--- src/rtl/oic_pkg.sv ---
package oic_pkg;

    // Coupling classes for one adjacent wire pair
    typedef enum logic [1:0] {
        CPL_QUIET  = 2'd0,   // neither wire moves
        CPL_SINGLE = 2'd1,   // exactly one wire moves
        CPL_OPPOSE = 2'd2,   // both move, opposite directions
        CPL_ALIGN  = 2'd3    // both move, same direction
    } cpl_kind_e;

    function automatic cpl_kind_e classify_pair(
        input logic lo_old, input logic hi_old,
        input logic lo_new, input logic hi_new);
        logic lo_t, hi_t;
        lo_t = lo_old ^ lo_new;
        hi_t = hi_old ^ hi_new;
        if (lo_t && hi_t)
            return (lo_new != hi_new) ? CPL_OPPOSE : CPL_ALIGN;
        else if (lo_t || hi_t)
            return CPL_SINGLE;
        else
            return CPL_QUIET;
    endfunction

    function automatic logic [2:0] kind_weight(input cpl_kind_e k);
        case (k)
            CPL_OPPOSE: return 3'd4;
            CPL_SINGLE: return 3'd1;
            default:    return 3'd0;
        endcase
    endfunction

endpackage

--- src/rtl/oic_pair_detect.sv ---
module oic_pair_detect
    import oic_pkg::*;
#(
    parameter int W = 32
) (
    input  logic [W-1:0] prev_word,
    input  logic [W-1:0] plain_word,
    input  logic [W-1:0] flip_word,
    output logic [W-2:0] pair_vote
);
    localparam int NPAIR = W - 1;

    for (genvar i = 0; i < NPAIR; i++) begin : g_pair
        cpl_kind_e  kind_plain, kind_flip;
        logic [2:0] cost_plain, cost_flip;

        always_comb begin
            kind_plain = classify_pair(prev_word[i], prev_word[i+1],
                                       plain_word[i], plain_word[i+1]);
            kind_flip  = classify_pair(prev_word[i], prev_word[i+1],
                                       flip_word[i], flip_word[i+1]);
            cost_plain = kind_weight(kind_plain);
            cost_flip  = kind_weight(kind_flip);
            // strict improvement only; ties do not vote
            pair_vote[i] = (cost_flip < cost_plain);
        end
    end
endmodule

--- src/rtl/oic_vote.sv ---
module oic_vote #(
    parameter int N = 31,
    localparam int CW = $clog2(N + 1)
) (
    input  logic [N-1:0]  hits,
    output logic [CW-1:0] count,
    output logic          majority
);
    always_comb begin
        count = '0;
        for (int i = 0; i < N; i++)
            count = count + CW'(hits[i]);
        majority = (2 * int'(count)) > N;
    end
endmodule

--- src/rtl/oic_encoder.sv ---
module oic_encoder #(
    parameter int W = 32,
    localparam int P = W - 1,
    localparam int CW = $clog2(W)
) (
    input  logic         clk,
    input  logic         rst_n,
    input  logic         in_valid,
    input  logic [P-1:0] in_data,
    output logic [W-1:0] link_q
);
    function automatic logic [W-1:0] flip_mask();
        logic [W-1:0] m;
        for (int i = 0; i < W; i++)
            m[i] = (i == W - 1) ? 1'b1 : i[0];
        return m;
    endfunction

    localparam logic [W-1:0] FLIP_MASK = flip_mask();
    localparam logic [P-1:0] ODD_MASK  = FLIP_MASK[P-1:0];

    typedef struct packed {
        logic [W-1:0] link;
    } enc_state_t;

    enc_state_t   st_d, st_q;
    logic [W-1:0] plain_w, flip_w;
    logic [P-1:0] votes;
    logic [CW-1:0] vote_cnt;
    logic          do_flip;

    assign plain_w = {1'b0, in_data};
    assign flip_w  = plain_w ^ FLIP_MASK;

    oic_pair_detect #(.W(W)) i_detect (
        .prev_word (st_q.link),
        .plain_word(plain_w),
        .flip_word (flip_w),
        .pair_vote (votes)
    );

    oic_vote #(.N(P)) i_vote (
        .hits    (votes),
        .count   (vote_cnt),
        .majority(do_flip)
    );

    always_comb begin
        st_d = st_q;
        if (in_valid)
            st_d.link = do_flip ? flip_w : plain_w;
    end

    always_ff @(posedge clk or negedge rst_n) begin
        if (!rst_n) st_q <= '0;
        else        st_q <= st_d;
    end

    assign link_q = st_q.link;

    // Assertions
    p_idle_hold_r3: assert property (@(posedge clk) disable iff (!rst_n)
        !in_valid |=> $stable(link_q));

    p_roundtrip_r9: assert property (@(posedge clk) disable iff (!rst_n)
        in_valid |=> ((link_q[P-1:0] ^ (link_q[W-1] ? ODD_MASK : '0))
                      == $past(in_data)));

    p_even_untouched_r8: assert property (@(posedge clk) disable iff (!rst_n)
        in_valid |=> ((link_q[P-1:0] & ~ODD_MASK) == ($past(in_data) & ~ODD_MASK)));

    p_flag_follows_vote_r7: assert property (@(posedge clk) disable iff (!rst_n)
        in_valid |=> (link_q[W-1] == ((2 * int'($past(vote_cnt))) > P)));
endmodule

--- src/rtl/oic_decoder.sv ---
module oic_decoder #(
    parameter int W = 32,
    localparam int P = W - 1
) (
    input  logic [W-1:0] link_in,
    output logic [P-1:0] data_out
);
    function automatic logic [P-1:0] odd_mask();
        logic [P-1:0] m;
        for (int i = 0; i < P; i++)
            m[i] = i[0];
        return m;
    endfunction

    localparam logic [P-1:0] ODD_MASK = odd_mask();

    always_comb begin
        data_out = link_in[P-1:0] ^ (link_in[W-1] ? ODD_MASK : '0);
        p_even_pass_r8: assert ((data_out & ~ODD_MASK) == (link_in[P-1:0] & ~ODD_MASK));
    end
endmodule

--- src/rtl/oic_codec.sv ---
module oic_codec #(
    parameter int W = 32,
    localparam int P = W - 1
) (
    input  logic         clk,
    input  logic         rst_n,
    input  logic         tx_valid,
    input  logic [P-1:0] tx_payload,
    output logic [W-1:0] tx_link,
    input  logic [W-1:0] rx_link,
    output logic [P-1:0] rx_payload
);
    oic_encoder #(.W(W)) i_enc (
        .clk     (clk),
        .rst_n   (rst_n),
        .in_valid(tx_valid),
        .in_data (tx_payload),
        .link_q  (tx_link)
    );

    oic_decoder #(.W(W)) i_dec (
        .link_in (rx_link),
        .data_out(rx_payload)
    );
endmodule

--- config.mk ---
export PLATFORM = sky130hd
export DESIGN_NAME = oic_codec
export DESIGN_NICKNAME = d
export VERILOG_FILES = /design/src/rtl/oic_pkg.sv /design/src/rtl/oic_pair_detect.sv /design/src/rtl/oic_vote.sv /design/src/rtl/oic_encoder.sv /design/src/rtl/oic_decoder.sv /design/src/rtl/oic_codec.sv
export SDC_FILE = /design/constraint.sdc
export NUM_CORES = 1
export LEC_CHECK = 0
export BUFFER_PORTS_ARGS = -buffer_cell sky130_fd_sc_hd__buf_2
export CORE_MARGIN = 2
export CORE_UTILIZATION = 31
export CTS_CLUSTER_SIZE = 40
export DETAILED_ROUTE_END_ITERATION = 16
export PLACE_DENSITY_LB_ADDON = 0.08
export SYNTH_ARGS = -nofsm -noshare
export SYNTH_HDL_FRONTEND = slang
export SYNTH_HIERARCHICAL = 1
export SYNTH_SLANG_ARGS = --single-unit
export TNS_END_PERCENT = 30
--- constraint.sdc ---
create_clock -name clk -period 13.07 [get_ports clk]
set_input_delay 2.614 -clock clk [delete_from_list [all_inputs] [get_ports clk]]
set_output_delay 2.614 -clock clk [all_outputs]
set_load 0.05 [all_outputs]
Word level (Yosys, flattened, before mapping)
Cells that the tools add are included.

storage, ports and cells
  flip-flop bits (word level) = 32
  input bits = 66

operators by class
  add/subtract/negate cells = 30
  magnitude comparators = 32
  eq/ne operators = 185
  mux-type cells = 250
  bitwise logic cells = 49
  reductions and logical operators = 124

operator list
  kind                  count
  $pmux W3 S2           62
  $add A5 B1 Y5         26
  $eq A2 B1 Y1 const B  62
  $eq A2 B2 Y1 const B  62
  $mux W1               124
  $mux W2               62
  $lt A3 B3 Y1          31
  $logic_and A1 B1 Y1   62
  $logic_or A1 B1 Y1    62
  $ne A1 B1 Y1          61
  $xor A1 B1 Y1         47
  $mux W32              1
  $xor A31 B31 Y31      1
  $mux W30              1
  $not A15 Y16          1
  $gt A6 B5 Y1 const B  1
  $add A4 B1 Y5         1
  $add A3 B1 Y4         1
  $add A2 B1 Y3         1
  $add A1 B1 Y2         1

Longest topological paths before layout
Gate-level depths: netlist of the first run.

  word-level depth = 40
  gate-level depth with buffers = 27
  gate-level depth less buffers = 25

By module
The synthesis of the first run kept the hierarchy.

by module, submodules not included
  module           instances  cells each  area each (µm²)
  oic_pair_detect  1          468         3938.8
  oic_encoder      1          118         1380.1
  oic_vote         1          90          802.0
  oic_decoder      1          33          282.8

Worst setup path after synthesis of the first run
OpenSTA, ideal clock, no wires.

  kind = input-to-reg
  from = in tx_payload[1]
  to = reg i_enc.st_q, in the netlist i_enc/link_q[11]
  data arrival time = 8.432 ns
  data required time = 12.944 ns
  setup slack = 4.512 ns
  cell stages on the path = 23
  cell sequence = inv_1 > xnor2_1 > inv_1 > ha_1 > and2_1 > ha_1 > a21oi_1 > inv_1 > fa_1 > fa_1 > fa_1 > fa_1 > fa_1 > fa_1 > fa_1 > fa_1 > nand2b_1 > a21oi_2 > xor2_1 > buf_6 > buf_12 > xnor2_1 > a21oi_1

on the way
  cells in the longest elaborated chain, start to end = 40

ends and longest elaborated chain
  what                                                 line                   text
  start: declaration                                   oic_codec.sv:8         input logic [P-1:0] tx_payload,
  $not A15 Y16 (no source line)                        n/a
  $xor A1 B1 Y1                                        oic_pkg.sv:16          hi_t = hi_old ^ hi_new;
  $logic_or A1 B1 Y1                                   oic_pkg.sv:19          else if (lo_t || hi_t)
  $mux W1                                              oic_pkg.sv:19
  $mux W2                                              oic_pkg.sv:17          if (lo_t && hi_t)
  $eq A2 B1 Y1 / $eq A2 B2 Y1 (equally long branches)  oic_pkg.sv:26          case (k)
  $pmux W3 S2                                          oic_pkg.sv:26
  $lt A3 B3 Y1 (*)                                     oic_pair_detect.sv:25  pair_vote[i] = (cost_flip < cost_plain);
  via i_enc.votes[0]                                   oic_encoder.sv:28      logic [P-1:0] votes;
  $add A1 B1 Y2 (*)                                    oic_vote.sv:12         count = count + CW'(hits[i]);
  $add A2 B1 Y3 (*)                                    oic_vote.sv:12
  $add A3 B1 Y4 (*)                                    oic_vote.sv:12
  $add A4 B1 Y5 (*)                                    oic_vote.sv:12
  $add A5 B1 Y5 (*) (26 in a row)                      oic_vote.sv:12
  $gt A6 B5 Y1 (*)                                     oic_vote.sv:13         majority = (2 * int'(count)) > N;
  via i_enc.do_flip                                    oic_encoder.sv:30      logic do_flip;
  $mux W32 (*)                                         oic_encoder.sv:51      st_d.link = do_flip ? flip_w : plain_w;
  end signal: assignment                               oic_encoder.sv:56      else st_q <= st_d;
  end: declaration                                     oic_encoder.sv:26      enc_state_t st_d, st_q;

The timed path passes the listed nets; every way through them passes the cells marked *.
A chain may end at the register's enable or synchronous reset.

Worst setup path after layout of the first run
  from = in tx_payload[1]
  to = reg i_enc.st_q, in the netlist i_enc/link_q[1]

on the way
  cells in the longest elaborated chain, start to end = 40

ends and longest elaborated chain
  what                                                 line               text
  $not A15 Y16 (no source line) (*)                    n/a
  via i_enc.flip_w[1]                                  oic_encoder.sv:27  logic [W-1:0] plain_w, flip_w;
  $xor A1 B1 Y1                                        oic_pkg.sv:16
  $logic_or A1 B1 Y1                                   oic_pkg.sv:19
  $mux W1                                              oic_pkg.sv:19
  $mux W2 (*)                                          oic_pkg.sv:17
  $eq A2 B1 Y1 / $eq A2 B2 Y1 (equally long branches)  oic_pkg.sv:26
  $pmux W3 S2 (*)                                      oic_pkg.sv:26
  [1 not listed]                                       n/a
  via i_enc.votes[0]                                   oic_encoder.sv:28
  $add A1 B1 Y2 (*)                                    oic_vote.sv:12
  $add A2 B1 Y3 (*)                                    oic_vote.sv:12
  $add A3 B1 Y4 (*)                                    oic_vote.sv:12
  $add A4 B1 Y5 (*)                                    oic_vote.sv:12
  $add A5 B1 Y5 (*) (26 in a row)                      oic_vote.sv:12
  $gt A6 B5 Y1 (*)                                     oic_vote.sv:13
  via i_enc.do_flip                                    oic_encoder.sv:30
  $mux W32 (*)                                         oic_encoder.sv:51

Marked as above.

==> results of run 1 <==
==> per-stage QoR <==
step                      std cells  hold slack [ns]  instance area [µm²]
after global routing           1051            0.632                 7120
after floorplan                 700            0.814                 6340
after CTS                      1051            0.602                 7120
after global placement         1043            0.575                 6970
after detailed placement       1043            0.587                 6970
final                          1051            0.595                 7120
==> layout make-up <==
class / count / area share
Tap cell: 270 / 0.0475
Sequential cell: 32 / 0.112
Multi-Input combinational cell: 519 / 0.685
Timing Repair Buffer: 98 / 0.0696
Clock buffer: 8 / 0.0206
Inverter: 124 / 0.0654
==> worst reg2reg max path, cell delays in order, from the launching register on <==
cell,delay (ns)
dfrtp_1,0.43
xnor2_1,0.30
inv_1,0.11
ha_1,0.20
and2_1,0.14
ha_1,0.28
a21oi_1,0.19
inv_1,0.09
fa_1,0.57
fa_1,0.47
fa_1,0.55
fa_1,0.44
fa_1,0.53
fa_1,0.44
fa_1,0.39
fa_1,0.36
nand2b_1,0.16
a21oi_2,0.16
xor2_2,0.52
buf_4,0.35
xnor2_1,0.15
a21oi_1,0.08
==> routing by layer <==
layer	GRT usage	vias up
met5	0	-
li1	-	2239
met4	0.0298	0
met3	0.0255	14
met2	0.228	66
met1	0.171	1961
==> final timing paths <==
kind	cells after the start	slack, ns	end
setup / recovery	23	3.82	i_enc/link_q[1]
hold / removal	1	0.59	i_enc/link_q[28]
setup reg to reg	21	6.01	i_enc/link_q[1]
hold reg to reg	1	0.59	i_enc/link_q[28]
max in group asynchronous	1	9.97	i_enc/link_q[4]
min in group asynchronous	1	2.49	i_enc/link_q[22]
==> metrics.sh, run 1 <==
INITIAL_CORE_UTIL=0.314
CTS-BUFFERS-INSERTED=5
POST-CTS-SETUP-BUFFER-COUNT=0
SEQUENTIAL_CELL_AREA_UM2=801
SETUP_SLACK_NS=3.82
OVERFLOW=0
IO_PINS=129
CORE_REGION_AREA_UM2=20200
DRC=0
SETUP.WORST_PATH.START_CLASS='primary input'
ROUTED.TOP_LAYER='met4'
FINAL.SETUP_SKEW_NS=0.00650
DIE_HT_UM=147
SETUP_VIOL_COUNT_FINAL=0
CRITICAL_PATH_PEAK_FANOUT=9
CRITICAL_PATH_CLASS='primary input to flop'
WORST_SLEW_MARGIN_REL=0.341
TIMING.CRITICAL_PATH.MODE_CELL='fa_1'
SYN-INSTANCE-COUNT=698
MOST_FREQUENT_STANDARD_CELL_IN_THE_LAYOUT_EXCLUDING_FILL_AND_TAP_CELLS='ha_1'
NUM-FILL-CELLS=2135
DIE_WIDTH_UM=147
FINAL_ANTENNA_NET_COUNT=0
CRITICAL_PATH_BUF_INV_COUNT=5
CRIT_ARRIVAL_NS=9.39
GROUTE.USAGE.OVERALL=0.132
FMAX_MHz=108
NETLIST_AREA_UM2=6340
DR.FIRST_ITER.DRC_COUNT=85
LAYOUT.CORE_UTILIZATION=0.353
YS.WARNINGS.COUNT=6
WORST_PATH_DOMINANT_CELL_FAMILY='adder cells'
CRIT_CHAIN='buf_2 > inv_1 > xnor2_1 > inv_1 > ha_1 > and2_1 > ha_1 > a21oi_1 > inv_1 > fa_1 > fa_1 > fa_1 > fa_1 > fa_1 > fa_1 > fa_1 > fa_1 > nand2b_1 > a21oi_2 > xor2_2 > buf_4 > xnor2_1 > a21oi_1'
WL_MET2_UM=6440
SLOWEST_STAGE='fa_1'
DESIGN.DIE.AREA_UM2=21600
RUN_STATUS='finished clean'
INSERTION_DELAY_NS=0.29
WORST_PIN_SLEW_NS=0.989
CTS-HOLD-FIX-BUFFERS=0
DRT-MET1-WL_UM=6510
RSZ0062_AT_GRT='false'
FIRST_GLOBAL_VIAS=4585
NUM_ANTENNA_CELLS=0
PLACEMENT_ROWS=52
DRIVE_GT1_FRAC=0.160
FIRST_PASS_GRT_WIRE_LENGTH_UM=23000
MIN_DELAY_SRC='i_enc/link_q[28]'
PLACEMENT.IO_BUFFERS=96
CTS-ROOT-BUF='clkbuf_16'
CLOCK_TREE.BUFFER_DEPTH=2
ROUTED_VIA_DENSITY=4.07
CRITICAL_PATH.MAX_STAGE_DELAY_NS=0.57
ENDPOINT_KIND='flop'
LARGEST_REGISTER_FFS=32
POST-ROUTE-MIN-PERIOD_NS=9.25
MAX-CAP-VIOLATIONS=0
ANTENNA_FOUND_INITIAL=0
DETAILEDPLACE.WORSTSLACK_NS=3.42
AREA_ADDED_BETWEEN_SYNTHESIS_AND_FINISH_PCT=12.3
WORST_SETUP_HOLD_PATH_CLK_SLEW_NS=0.06
CTS_SINKS=32
FINAL_SLEW_VIOLATIONS=0
TRITONCTS='yes'
DETAIL_ROUTE.FIRST_PASS.ITERATIONS=4
HOLD_VIOL_FINAL=0
POST_CTS_RESIZED=0
DR_WL_MET3_UM=476
MULTI_INPUT_AREA_UM2=4870
TIMING.RR.START='i_enc/link_q[1]'
SETUP_TOTAL_NEGATIVE_SLACK_NS=0
WORST_HOLD_PATH_TYPE='flop to flop'
GP_CONGESTION=0.773
SYNTH.AVG_CELL_AREA_UM2=9.08
GRT_MAX_DEGREE=48
LAYOUT_WORST_PATH_CYCLE_SHARE=0.708
WL_UM=13600
WORST_EP_REQUIRED_TIME_NS=13.21
NETS=1026
DP_HPWL_UM=11100
MOSTFREQUENTLAYOUTCELLS='ha_1, inv_1, buf_2, xor2_1, xnor2_1'
ROUTEDWLPERCELL_UM=12.9
VIAS=4280
SETUP.WORST_PATH.START='tx_payload[1]'
HTREE_NUM_LEVELS=2
Power of run 1 is left out: the tool's default activity adds up to more than one toggle a clock period on the data nets, which glitch-free logic cannot reach.
==> run 2: changes to the inputs <==
- clock period: 13.07 -> 9 ns (I/O delays scaled with it)
==> run 2 against run 1 <==
Against the previous run:
- wire length decreased by 1.6%
- count of clock-buffer cells in the layout shrank 2
- global-route usage fell by 0.23 points
- first-iteration DRC count is 13% higher
- die area stayed put
- critical endpoint is now i_enc/link_q[15]
- critical path depth did not move
- sequential share of layout area about the same
- final cell count did not move
- sequential cell count unchanged
- utilization is 0.074 points higher
- non-clock buffer count stayed put
==> metrics.sh, run 2 (synthesis gave the netlist of run 1 again) <==
CORE_REGION_AREA_UM2=20200  # unchanged
OVERFLOW=0  # unchanged
MIN_DELAY_SRC='i_enc/link_q[2]'
PLACEMENT_ROWS=52  # unchanged
FIRST_GLOBAL_VIAS=4406  # -3.9%
PLACEMENT.IO_BUFFERS=96  # unchanged
DR.FIRST_ITER.DRC_COUNT=96  # +13%
DRIVE_GT1_FRAC=0.163  # +0.00256
SETUP.WORST_PATH.START='tx_payload[1]'
DRC=0  # unchanged
DETAIL_ROUTE.FIRST_PASS.ITERATIONS=4  # unchanged
CRITICAL_PATH_CLASS='primary input to flop'
ROUTEDWLPERCELL_UM=12.7  # -1.6%
GROUTE.USAGE.OVERALL=0.130  # -0.00229
IO_PINS=129  # unchanged
DIE_WIDTH_UM=147  # unchanged
POST-ROUTE-MIN-PERIOD_NS=8.10
CTS-HOLD-FIX-BUFFERS=0  # unchanged
GP_CONGESTION=0.731  # -5.4%
RSZ0062_AT_GRT='false'
CTS_SINKS=32  # unchanged
ENDPOINT_KIND='flop'
SETUP_TOTAL_NEGATIVE_SLACK_NS=0  # unchanged
DESIGN.DIE.AREA_UM2=21600  # unchanged
DIE_HT_UM=147  # unchanged
NETS=1026  # unchanged
MOST_FREQUENT_STANDARD_CELL_IN_THE_LAYOUT_EXCLUDING_FILL_AND_TAP_CELLS='ha_1'
CLOCK_TREE.BUFFER_DEPTH=2  # unchanged
SETUP.WORST_PATH.START_CLASS='primary input'
GRT_MAX_DEGREE=48  # unchanged
POST-CTS-SETUP-BUFFER-COUNT=0  # unchanged
LAYOUT_WORST_PATH_CYCLE_SHARE=0.900
FINAL_ANTENNA_NET_COUNT=0  # unchanged
CTS-ROOT-BUF='clkbuf_16'
AREA_ADDED_BETWEEN_SYNTHESIS_AND_FINISH_PCT=12.6
LARGEST_REGISTER_FFS=32  # unchanged
CRITICAL_PATH_PEAK_FANOUT=13  # +4
HTREE_NUM_LEVELS=2  # unchanged
FINAL_SLEW_VIOLATIONS=0  # unchanged
WORST_SETUP_HOLD_PATH_CLK_SLEW_NS=0.06  # about the same
INSERTION_DELAY_NS=0.29  # about the same
FMAX_MHz=123
NUM-FILL-CELLS=2119  # -0.75%
ANTENNA_FOUND_INITIAL=0  # unchanged
MULTI_INPUT_AREA_UM2=4870  # unchanged
WORST_HOLD_PATH_TYPE='flop to flop'
RUN_STATUS='finished clean'
TIMING.HOLD.WS_NS=0.595  # +0.000679 ns
WL_UM=13400  # -1.6%
MAX-CAP-VIOLATIONS=0  # unchanged
CRIT_ARRIVAL_NS=8.24  # -1.15 ns
TIMING.RR.START='i_enc/link_q[1]'
SETUP_VIOL_COUNT_FINAL=0  # unchanged
DP_HPWL_UM=10800  # -2.6%
HOLD_VIOL_FINAL=0  # unchanged
SETUP_SLACK_NS=0.900  # -2.92 ns
DETAILEDPLACE.WORSTSLACK_NS=0.526  # -2.89 ns
FINAL.SETUP_SKEW_NS=0.00663  # +0.000138 ns
WORST_SLEW_MARGIN_REL=0.340  # -0.00113
CTS-BUFFERS-INSERTED=5  # unchanged
MOSTFREQUENTLAYOUTCELLS='ha_1, inv_1, buf_2, xor2_1, xnor2_1'
FIRST_PASS_GRT_WIRE_LENGTH_UM=22500  # -1.8%
INITIAL_CORE_UTIL=0.314  # unchanged
POST_CTS_RESIZED=0  # unchanged
ROUTED_VIA_DENSITY=4.03  # -1.0%
WORST_PIN_SLEW_NS=0.990  # +0.00170 ns
NUM_ANTENNA_CELLS=0  # unchanged
WORST_EP_REQUIRED_TIME_NS=9.14  # -4.07 ns
SEQUENTIAL_CELL_AREA_UM2=801  # unchanged
TRITONCTS='yes'
VIAS=4236  # -1.0%
-- run 2: cell count changes in the layout (fill, tap and decap cells not counted) --
cell / delta
clkinv_2: +2
buf_12: +1
buf_4: -1
clkbuf_1: -2
-- run 2: path summary, 6_finish.rpt --
kind | to | slack, ns | depth (start not counted)
max | i_enc/link_q[15] | 0.90 | 23
min | i_enc/link_q[2] | 0.60 | 1
max reg2reg | i_enc/link_q[15] | 2.23 | 21
min reg2reg | i_enc/link_q[2] | 0.60 | 1
max in group asynchronous | i_enc/link_q[10] | 6.71 | 1
min in group asynchronous | i_enc/link_q[28] | 1.68 | 1
-- run 2: critical path, cell delays in order --
cell and delay [ns]:
buf_2 0.17, inv_1 0.11, xnor2_1 0.28, inv_1 0.11, ha_1 0.19, and2_1 0.13
ha_1 0.28, a21oi_1 0.21, inv_1 0.09, fa_1 0.57, fa_1 0.46, fa_1 0.54
fa_1 0.45, fa_1 0.53, fa_1 0.43, fa_1 0.39, fa_1 0.36, nand2b_1 0.16
a21oi_2 0.17, xor2_2 0.35, buf_12 0.22, xnor2_1 0.13, a21oi_1 0.08
-- run 2: layout make-up --
class / count / area share
Multi-Input combinational cell: 519 / 0.683
Clock buffer: 6 / 0.0195
Inverter: 124 / 0.0652
Clock inverter: 2 / 0.00140
Tap cell: 270 / 0.0474
Sequential cell: 32 / 0.112
Timing Repair Buffer: 98 / 0.0712
-- run 2: layer usage --
metal  GRT usage  up-vias  share of wire
met3      0.0236       15          0.036
met1       0.171     1930           0.48
met4      0.0288        0          0.011
met2       0.222       62           0.48
li1            -     2229              -
met5           0        -              0
-- run 2: metrics by stage --
step	instances	util	cell area (µm²)
finish	1051	0.354	7130
global route	1051	0.354	7130
CTS	1051	0.354	7130
detailed placement	1043	0.346	6990
global placement	1043	0.346	6990
floorplan	700	-	6340
Power of run 2 is left out for the same reason.
